<file path="src/rtl/qdec_pkg.sv">
// Shared definitions for the encoder position counter.
// Assumes channel indices below are used consistently by all submodules.
package qdec_pkg;

    typedef enum logic [1:0] {
        MODE_QUAD     = 2'd0,
        MODE_PULSEDIR = 2'd1,
        MODE_UPDOWN   = 2'd2,
        MODE_OFF      = 2'd3
    } qdec_mode_e;

    localparam int CH_A     = 0;
    localparam int CH_B     = 1;
    localparam int CH_Z     = 2;
    localparam int CH_HOME  = 3;
    localparam int CH_PAUSE = 4;
    localparam int NUM_CH   = 5;

    // Bit positions inside the home-clear and pause masks.
    localparam int SEL_REV   = 0;
    localparam int SEL_PHASE = 1;

endpackage

</file>
<file path="src/rtl/qdec_input_cond.sv">
// Input conditioner: two-flop synchronizer then a persistence filter per channel.
// A filtered output only follows its synchronized input once the new level
// has been seen for FILT_CYCLES consecutive clocks. Assumes FILT_CYCLES >= 1.
module qdec_input_cond #(
    parameter int NCH         = 5,
    parameter int FILT_CYCLES = 3
) (
    input  logic           clk,
    input  logic           rst_n,
    input  logic [NCH-1:0] raw_in,
    output logic [NCH-1:0] filt_out
);
    localparam int CW = (FILT_CYCLES > 1) ? $clog2(FILT_CYCLES) : 1;
    localparam logic [CW-1:0] LAST = CW'(FILT_CYCLES - 1);

    for (genvar ch = 0; ch < NCH; ch++) begin : g_ch
        logic          meta_q;
        logic          sync_q;
        logic          out_q;
        logic [CW-1:0] run_q;

        // Two-stage synchronizer into the clock domain.
        always_ff @(posedge clk) begin
            if (!rst_n) begin
                meta_q <= 1'b0;
                sync_q <= 1'b0;
            end else begin
                meta_q <= raw_in[ch];
                sync_q <= meta_q;
            end
        end

        // Persistence filter: accept a new level after a full stable run.
        always_ff @(posedge clk) begin
            if (!rst_n) begin
                out_q <= 1'b0;
                run_q <= '0;
            end else if (sync_q != out_q) begin
                if (run_q == LAST) begin
                    out_q <= sync_q;
                    run_q <= '0;
                end else begin
                    run_q <= run_q + 1'b1;
                end
            end else begin
                run_q <= '0;
            end
        end

        assign filt_out[ch] = out_q;
    end

endmodule

</file>
<file path="src/rtl/qdec_step_decoder.sv">
// Step decoder: turns filtered channel levels into count steps and edge events.
// Holds last-cycle copies of each level; all outputs are valid in the cycle
// that follows a filtered level change. Assumes inputs are already filtered.
module qdec_step_decoder
    import qdec_pkg::*;
(
    input  logic       clk,
    input  logic       rst_n,
    input  qdec_mode_e mode,
    input  logic       lvl_a,
    input  logic       lvl_b,
    input  logic       lvl_z,
    input  logic       lvl_h,
    output logic       step,
    output logic       step_down,
    output logic       z_rise,
    output logic       h_rise
);
    logic a_prev, b_prev, z_prev, h_prev;

    // Remember last-cycle levels for edge detection.
    always_ff @(posedge clk) begin
        if (!rst_n) begin
            a_prev <= 1'b0;
            b_prev <= 1'b0;
            z_prev <= 1'b0;
            h_prev <= 1'b0;
        end else begin
            a_prev <= lvl_a;
            b_prev <= lvl_b;
            z_prev <= lvl_z;
            h_prev <= lvl_h;
        end
    end

    logic a_chg, b_chg, a_up, b_up;
    assign a_chg = lvl_a ^ a_prev;
    assign b_chg = lvl_b ^ b_prev;
    assign a_up  = lvl_a & ~a_prev;
    assign b_up  = lvl_b & ~b_prev;

    // Per-mode step and direction selection.
    always_comb begin
        step      = 1'b0;
        step_down = 1'b0;
        unique case (mode)
            MODE_QUAD: begin
                step      = a_chg ^ b_chg;
                step_down = a_prev ^ lvl_b;
            end
            MODE_PULSEDIR: begin
                step      = a_up;
                step_down = lvl_b;
            end
            MODE_UPDOWN: begin
                step      = a_up ^ b_up;
                step_down = b_up;
            end
            default: begin
                step      = 1'b0;
                step_down = 1'b0;
            end
        endcase
    end

    assign z_rise = lvl_z & ~z_prev;
    assign h_rise = lvl_h & ~h_prev;

endmodule

</file>
<file path="src/rtl/qdec_pos_core.sv">
// Position core: phase counter with programmable wrap, revolution counter
// with two update rules, index reload, home clear, pause and software clear.
// Priority for the phase counter: clear, home, index reload, pause, count.
module qdec_pos_core
    import qdec_pkg::*;
#(
    parameter int PW = 16,
    parameter int RW = 16
) (
    input  logic          clk,
    input  logic          rst_n,
    input  logic          step,
    input  logic          step_down,
    input  logic          z_rise,
    input  logic          h_rise,
    input  logic          pause_lvl,
    input  logic [PW-1:0] phase_max,
    input  logic          rev_rule,
    input  logic          zcal_en,
    input  logic [PW-1:0] index_val,
    input  logic [1:0]    home_clr,
    input  logic [1:0]    pause_en,
    input  logic          sw_clear,
    output logic [PW-1:0] phase_q,
    output logic [RW-1:0] rev_q,
    output logic          dir_q,
    output logic          z_evt_q,
    output logic          h_evt_q
);
    logic          ph_paused, rv_paused, ph_home, rv_home, ph_load, ph_moves;
    logic [PW-1:0] ph_next_step, phase_d;
    logic [RW-1:0] rev_d;

    // Decode the control conditions that override counting.
    always_comb begin
        ph_paused = pause_lvl & pause_en[SEL_PHASE];
        rv_paused = pause_lvl & pause_en[SEL_REV];
        ph_home   = h_rise & home_clr[SEL_PHASE];
        rv_home   = h_rise & home_clr[SEL_REV];
        ph_load   = z_rise & zcal_en;
        ph_moves  = step & ~sw_clear & ~ph_home & ~ph_load & ~ph_paused;
    end

    // Compute the wrapped phase value one count away.
    always_comb begin
        if (!step_down)
            ph_next_step = (phase_q >= phase_max) ? '0 : phase_q + 1'b1;
        else
            ph_next_step = (phase_q == '0 || phase_q > phase_max) ? phase_max
                                                                   : phase_q - 1'b1;
    end

    // Select the next phase count by priority.
    always_comb begin
        if (sw_clear)       phase_d = '0;
        else if (ph_home)   phase_d = '0;
        else if (ph_load)   phase_d = index_val;
        else if (ph_paused) phase_d = phase_q;
        else if (step)      phase_d = ph_next_step;
        else                phase_d = phase_q;
    end

    // Select the next revolution count by priority and update rule.
    always_comb begin
        rev_d = rev_q;
        if (sw_clear) begin
            rev_d = '0;
        end else if (rv_home) begin
            rev_d = '0;
        end else if (!rv_paused) begin
            if (!rev_rule) begin
                if (z_rise) rev_d = dir_q ? rev_q - 1'b1 : rev_q + 1'b1;
            end else if (ph_moves) begin
                if (!step_down && ph_next_step == phase_max)
                    rev_d = rev_q + 1'b1;
                else if (step_down && ph_next_step == '0)
                    rev_d = rev_q - 1'b1;
            end
        end
    end

    // Register counters, direction and event pulses.
    always_ff @(posedge clk) begin
        if (!rst_n) begin
            phase_q <= '0;
            rev_q   <= '0;
            dir_q   <= 1'b0;
            z_evt_q <= 1'b0;
            h_evt_q <= 1'b0;
        end else begin
            phase_q <= phase_d;
            rev_q   <= rev_d;
            if (step) dir_q <= step_down;
            z_evt_q <= z_rise;
            h_evt_q <= h_rise;
        end
    end

endmodule

</file>
<file path="src/rtl/qdec_counter.sv">
// Top of the encoder position counter: conditions the five asynchronous
// inputs, decodes steps per the selected mode and updates the counters.
// Assumes configuration inputs are static or change only while idle.
module qdec_counter
    import qdec_pkg::*;
#(
    parameter int PW          = 16,
    parameter int RW          = 16,
    parameter int FILT_CYCLES = 3
) (
    input  logic          clk,
    input  logic          rst_n,
    input  logic          in_a,
    input  logic          in_b,
    input  logic          in_z,
    input  logic          in_home,
    input  logic          in_pause,
    input  logic [1:0]    cfg_mode,
    input  logic [PW-1:0] cfg_phase_max,
    input  logic          cfg_rev_rule,
    input  logic          cfg_zcal_en,
    input  logic [PW-1:0] cfg_index,
    input  logic [1:0]    cfg_home_clr,
    input  logic [1:0]    cfg_pause_en,
    input  logic          sw_clear,
    output logic [PW-1:0] phase_cnt,
    output logic [RW-1:0] rev_cnt,
    output logic          dir_down,
    output logic          a_level,
    output logic          b_level,
    output logic          z_event,
    output logic          home_event
);
    logic [NUM_CH-1:0] raw_vec, filt_vec;
    logic              dec_step, dec_down, evt_z, evt_h, lvl_pause;

    assign raw_vec[CH_A]     = in_a;
    assign raw_vec[CH_B]     = in_b;
    assign raw_vec[CH_Z]     = in_z;
    assign raw_vec[CH_HOME]  = in_home;
    assign raw_vec[CH_PAUSE] = in_pause;

    qdec_input_cond #(
        .NCH         (NUM_CH),
        .FILT_CYCLES (FILT_CYCLES)
    ) u_cond (
        .clk      (clk),
        .rst_n    (rst_n),
        .raw_in   (raw_vec),
        .filt_out (filt_vec)
    );

    assign lvl_pause = filt_vec[CH_PAUSE];

    qdec_step_decoder u_dec (
        .clk       (clk),
        .rst_n     (rst_n),
        .mode      (qdec_mode_e'(cfg_mode)),
        .lvl_a     (filt_vec[CH_A]),
        .lvl_b     (filt_vec[CH_B]),
        .lvl_z     (filt_vec[CH_Z]),
        .lvl_h     (filt_vec[CH_HOME]),
        .step      (dec_step),
        .step_down (dec_down),
        .z_rise    (evt_z),
        .h_rise    (evt_h)
    );

    qdec_pos_core #(
        .PW (PW),
        .RW (RW)
    ) u_core (
        .clk       (clk),
        .rst_n     (rst_n),
        .step      (dec_step),
        .step_down (dec_down),
        .z_rise    (evt_z),
        .h_rise    (evt_h),
        .pause_lvl (lvl_pause),
        .phase_max (cfg_phase_max),
        .rev_rule  (cfg_rev_rule),
        .zcal_en   (cfg_zcal_en),
        .index_val (cfg_index),
        .home_clr  (cfg_home_clr),
        .pause_en  (cfg_pause_en),
        .sw_clear  (sw_clear),
        .phase_q   (phase_cnt),
        .rev_q     (rev_cnt),
        .dir_q     (dir_down),
        .z_evt_q   (z_event),
        .h_evt_q   (home_event)
    );

    assign a_level = filt_vec[CH_A];
    assign b_level = filt_vec[CH_B];

endmodule

</file>
<file path="config.mk">
export PLATFORM = sky130hd
export DESIGN_NAME = qdec_counter
export DESIGN_NICKNAME = d
export VERILOG_FILES = /design/src/rtl/qdec_pkg.sv /design/src/rtl/qdec_input_cond.sv /design/src/rtl/qdec_step_decoder.sv /design/src/rtl/qdec_pos_core.sv /design/src/rtl/qdec_counter.sv
export SDC_FILE = /design/constraint.sdc
export NUM_CORES = 1
export LEC_CHECK = 0
export ABC_AREA = 1
export ABC_CLOCK_PERIOD_IN_PS = 3400
export BUFFER_PORTS_ARGS = -buffer_cell sky130_fd_sc_hd__clkbuf_2
export CORE_ASPECT_RATIO = 0.5
export CORE_UTILIZATION = 25
export CTS_CLUSTER_DIAMETER = 40
export DETAILED_ROUTE_END_ITERATION = 8
export GPL_TIMING_DRIVEN = 0
export PLACE_DENSITY_LB_ADDON = 0.15
export SETUP_SLACK_MARGIN = 0.4
export SYNTH_ARGS = -nofsm -noshare
export SYNTH_HDL_FRONTEND = slang
export SYNTH_HIERARCHICAL = 1
export SYNTH_SLANG_ARGS = --single-unit
</file>
<file path="constraint.sdc">
create_clock -name clk -period 3.4 [get_ports clk]
set_input_delay 0.17 -clock clk [delete_from_list [all_inputs] [get_ports clk]]
set_output_delay 0.17 -clock clk [all_outputs]
set_load 0.02 [all_outputs]
</file>
Word level (Yosys, flattened, before mapping)
Index checks and enable logic that the tools add are counted.

Flip-flop bits (word level): 64. Input bits: 48. Word-level logic and storage cells: 126.

$add $sub $neg: 9. $lt $le $gt $ge: 2. Eq/ne operators: 16. Muxes and demuxes: 14. Bitwise logic cells: 33. Reduce and logical (&&, ||, !) cells: 23.

Operator list (number): two-way mux 16 bit (12); adder 16 x 1 -> 16 bit (second input constant) (2); logical NOT 16 bit (2); subtractor 16 x 1 -> 16 bit (second input constant) (2); OR reduction 3 bit (7); equality test 16 bit (1); >= comparator 16 bit (1); greater-than comparator 16 bit (1); inverter 1 bit (15); AND 1 bit (13); equality test 2 bit (second input constant) (6); AND reduction 2 bit (6); adder 2 x 1 -> 2 bit (second input constant) (5); case mux 1 bit (3 select lines) (2); inequality test 1 bit (5); bitwise XOR 1 bit (5); AND reduction 4 bit (1); nonzero test 2 bit (2); inequality test 3 x 1 -> 1 bit (second input constant) (1); equality test 2 x 1 -> 1 bit (second input constant) (1); logical AND 1 bit (2); logical NOT 2 bit (1); inequality test 2 x 1 -> 1 bit (second input constant) (1); inequality test 2 bit (second input constant) (1); other kinds (2) (2).

Depth between registers and ports, before layout
Depth after elaboration: 10. Depth in mapped cells: 26. Depth with buffers taken out: 25.

Modules after synthesis
The synthesis kept the hierarchy.

Modules (own cells, without submodules): qdec_pos_core (times used 1, cells an instance 762, area an instance 4292.9 um^2, sequential area each 700.7 um^2); qdec_input_cond (times used 1, cells an instance 112, area an instance 909.6 um^2, sequential area each 500.5 um^2); qdec_step_decoder (times used 1, cells an instance 43, area an instance 256.5 um^2, sequential area each 80.1 um^2).

Worst setup path before layout
OpenSTA, ideal clock, no wires.

Path kind: register to register. From: reg u_core.phase_q[13]. To: reg u_core.rev_q[8]. Arrival: 2.783 ns. Data required time: 3.287 ns. Slack: 0.504 ns. Stages on the path, launching flop included: 23. Path buffers: 3. Period minus slack after synthesis: 2.896 ns. Cells stage by stage: dfxtp_1 -> ha_1 -> a21oi_1 -> o21ai_0 -> a21oi_1 -> nand2_1 -> nand2_1 -> buf_2 -> nand3_1 -> nand3_1 -> nand2_1 -> nand2_1 -> nand2_1 -> nor2_1 -> nand2_1 -> nor2_1 -> nand3_2 -> buf_6 -> buf_6 -> nor2_2 -> nor2_1 -> nor2_1 -> nor2_1.

Word-level cells in the longest chain between the ends: 9.

Ends and longest elaborated chain: start: declaration (RTL line qdec_pos_core.sv:24) `output logic [PW-1:0] phase_q,`; start signal: assignment (RTL line qdec_pos_core.sv:91) `phase_q <= phase_d;`; greater-than comparator 16 bit or logical NOT 16 bit (tied branches) (RTL line qdec_pos_core.sv:49) `ph_next_step = (phase_q == '0 || phase_q > phase_max) ? phase_max`; logical OR 1 bit (RTL line qdec_pos_core.sv:49); two-way mux 16 bit (RTL line qdec_pos_core.sv:49); two-way mux 16 bit * (RTL line qdec_pos_core.sv:46) `if (!step_down)`; equality test 16 bit (RTL line qdec_pos_core.sv:74) `if (!step_down && ph_next_step == phase_max)`; logical AND 1 bit (RTL line qdec_pos_core.sv:74); two-way mux 16 bit (RTL line qdec_pos_core.sv:74); two-way mux 16 bit (RTL line qdec_pos_core.sv:73) `end else if (ph_moves) begin`; two-way mux 16 bit (RTL line qdec_pos_core.sv:71) `if (!rev_rule) begin`; end signal: assignment (RTL line qdec_pos_core.sv:92) `rev_q <= rev_d;`; end: declaration (RTL line qdec_pos_core.sv:25) `output logic [RW-1:0] rev_q,`.

Mark *: on every way between the ends. The rest lies on a longest branch, timed or not. The select of a mux whose other input is x is not followed. A chain may end at the register's enable or synchronous reset.

Worst setup path in the final report
From: reg u_core.phase_q[13]. To: reg u_core.rev_q[13].

Same word-level chain as after synthesis.

==> flow_summary.yaml <==
sta:
  worst_pin_slew_ns: 1.33
  hold_viol: 0
  max_freq_mhz: 293
  fin_tns_setup_ns: -0.0481
  whs_ns: 0.0209
  final-setup-viol-count: 4
  maxSlewHeadroom_pct: 10.8
  layout_setup_ws_ns: -0.0159
  timing.final.max_slew_violations: 0
  finalCritPeriodShare_pct: 100
  fin_crit_ns: 3.42
  rsz0062_at_grt: "yes"
  finClkSkew_ns: 0.00770
detailed_routing:
  routed_wl_um: 18600
  drt-vias-per-instance: 4.60
  drc_errors: 0
  first_pass_iters: 5
  drtIter0Drc: 299
  wire_per_inst_um: 14.0
  vias: 6128
  ant_nets: 0
critical_path:
  cp_slowest_cell: "dfxtp_4"
  r2r_end: "u_core/rev_q[13]"
  cp_num_buf_inv: 4
  r2r_slack_ns: -0.02
  crit_type: "reg2reg"
  timing.rr.start: "u_core/phase_q[13]"
  cp_cell_sequence: "ha_4, nand2_4, nor2_4, nand4_1, inv_2, nand2_1, nand2_1, nand2_2, nand2_4, buf_4, nand2_1, nand3_1, nand2_1, nor2_1, nand4_1, nand3b_1, nand3_4, buf_6, buf_8, nand3_2, nor2_2, nor2_1"
  cp-start-kind: "flop"
  cp.arrival_ns: 3.66
  reg2reg_depth: 22
  crit_required_ns: 3.65
  cpLargestDelayFamily: "simple AND/OR/NAND/NOR gates"
  cpPeakStageDelay_ns: 0.35
  endpoint_kind: "flop"
  worst-path-max-fanout: 5
  critPathMostFrequentCell: "nand2_1"
synth:
  yosysMostFrequentCell: "nand2_1"
  ys_seq_area_share_pct: 23.5
  synth_edf_count: 0
  synth.ff_latch_count: 64
  synth_ff_type: "dfxtp_1"
  netlist_area_um2: 5460
  avgSynthCellArea_um2: 5.95
  synth_common_cells: "276 x nand2_1, 126 x nor2_1, 124 x inv_1, 89 x nand3_1, 64 x dfxtp_1"
  syn_inst: 917
  synth_top_area_cell: "dfxtp_1"
  yosysWarnings: 6
  synth.area.top_cells: "dfxtp_1 23%, nand2_1 19%, nor2_1 8.7%"
  synth_top_area_share_pct: 23.5
  synthesis.nets: 993
  synth_cell_type_count: 35
  async_flop_share_pct: 0
cells_and_area:
  final-seq-area_um2: 1310
  final_cells: 1332
  fin_area_um2: 7160
  antennaDiodeCount: 0
  num-fill-cells: 2365
  final_util_pct: 34.2
  multi_input_area_um2: 3770
  drive_gt1_share_pct: 21.8
  nets: 1112
  syn_to_final_growth_pct: 31.2
clock_tree:
  clk_pin_slew_worst_paths_ns: 0.06
  clock_path_buffers: 2
  cts-buffers-inserted: 9
  cts_tree: "yes"
  clk_root_buffer_cell: "clkbuf_16"
  h-tree-depth: 3
  clock_latency_ns: 0.35
  cts.sinks: 64
placed_design:
  port_buffers: 84
  hpwl_um: 13800
  postPlaceCellArea_um2: 6240
  dp_cells: 1293
  place.gp.congestion: 0.881
  pre_cts_ws_ns: -0.549
outcome:
  violations: "negative setup slack"
  status: "finished with violations"
floorplan:
  die_w_um: 211
  core_um2: 21000
  initial_core_util_pct: 26.0
  die_area_um2: 22500
  rows: 37
  die_h_um: 106
  ioPinCount: 85
power_and_ir_drop:
  total_power_mw: 2.11
  ir_worst_vdd_mv: 0.180
  leakagePower_nw: 3.65
  power_density_nw_per_um2: 295
global_route:
  gr-total-overflow: 0
  grt_pass1_wl_um: 29700
  grt_pass1_vias: 5803
  grt_max_degree: 17
  antenna_found_initial: 0
  grt.total_usage_pct: 17.1
min_path:
  min-delay-start: "in_home"
  min_to: "u_cond/g_ch[3].meta_q"
  hold_class: "in2reg"
  hold_depth: 3
run:
  max_cap_viol_count: 0
-- report_power, final --
| group | total, mW | internal (mW) | switching [mW] |
|---|---|---|---|
| Sequential | 0.767 | 0.758 | 0.00912 |
| Combinational | 0.311 | 0.121 | 0.190 |
| Clock | 1.04 | 0.662 | 0.374 |
| Total | 2.11 | 1.54 | 0.574 |
-- routing by layer --
layer  global-route usage (%)  vias up  share of wire (%)
met5                        0        -                  0
met4                     3.83        0               0.87
met3                     4.05       14                4.6
met2                     29.3      131                 48
met1                     21.6     2857                 47
li1                         -     3126                  -
-- kinds of logic (layout without fill, tap and decap cells) --
group,after synthesis,in the layout,share of synthesized area [%]
adders and majority gates,28,28,6.42
and+or+nand+nor,551,551,43.6
DFF,64,64,23.5
buffers and inverters,162,285,12.4
xor gates and xnor gates,41,41,6.58
AOI/OAI and AO/OA,71,71,7.56
-- final cells by class --
class | instances | area share [%]
Inverter | 128 | 6.74
Timing Repair Buffer | 108 | 9.57
Sequential cell | 64 | 18.3
Multi-Input combinational cell | 691 | 52.6
Clock buffer | 11 | 3.39
Buffer | 34 | 3.20
Clock inverter | 4 | 1.08
Tap cell | 292 | 5.10
-- timing repair --
action	in CTS	in global routing
endpoints found under the hold margin	4	0
cloned	3	0
pin swaps	15	34
endpoints found under the setup margin	16	16
resized for setup	54	40
buffers inserted	15	2
hold buffers	4	0
-- cells in the final DEF (no fill, tap or decap), types with 16 or more instances in the layout --
| cell type | instances |
|---|---|
| buf_4 | 20 |
| xor2_1 | 38 |
| o21ai_0 | 18 |
| nand2_1 | 269 |
| inv_1 | 120 |
| nor2_1 | 111 |
| nor2_2 | 23 |
| nand3_1 | 81 |
| clkbuf_2 | 84 |
| ha_1 | 21 |
| a21oi_1 | 20 |
| dfxtp_1 | 52 |
| a31oi_1 | 16 |
-- state kept, by name, indices dropped and copies added, names as in the netlist --
register	flops
u_dec/z_prev	1
u_dec/h_prev	1
u_dec/b_prev	1
u_core/dir_q	1
u_core/rev_q	16
u_core/h_evt_q	1
u_core/z_evt_q	1
u_cond/g_ch.meta_q	5
u_dec/a_prev	1
u_core/phase_q	16
u_cond/g_ch.run_q	10
u_cond/g_ch.out_q	5
u_cond/g_ch.sync_q	5
-- worst max path at each step --
stage / start / end / cells after the start
2_1_floorplan: u_core/phase_q[13] / u_core/rev_q[8] / 22
4_1_cts: u_core/phase_q[15] / u_core/rev_q[13] / 20
3_3_place_gp: u_cond/g_ch[1].out_q / u_core/rev_q[1] / 19
6_report: u_core/phase_q[13] / u_core/rev_q[13] / 22
5_1_grt: u_core/phase_q[13] / u_core/rev_q[15] / 20
3_5_place_dp: u_cond/g_ch[1].out_q / u_core/rev_q[13] / 19
-- tightest hold or removal path: cells and delay by family --
| family | cells | cell delay [ns] |
|---|---|---|
| buffers and inverters | 2 | 0.12 |
| and+or+nand+nor | 1 | 0.04 |
(Power assumes the default switching activity.)
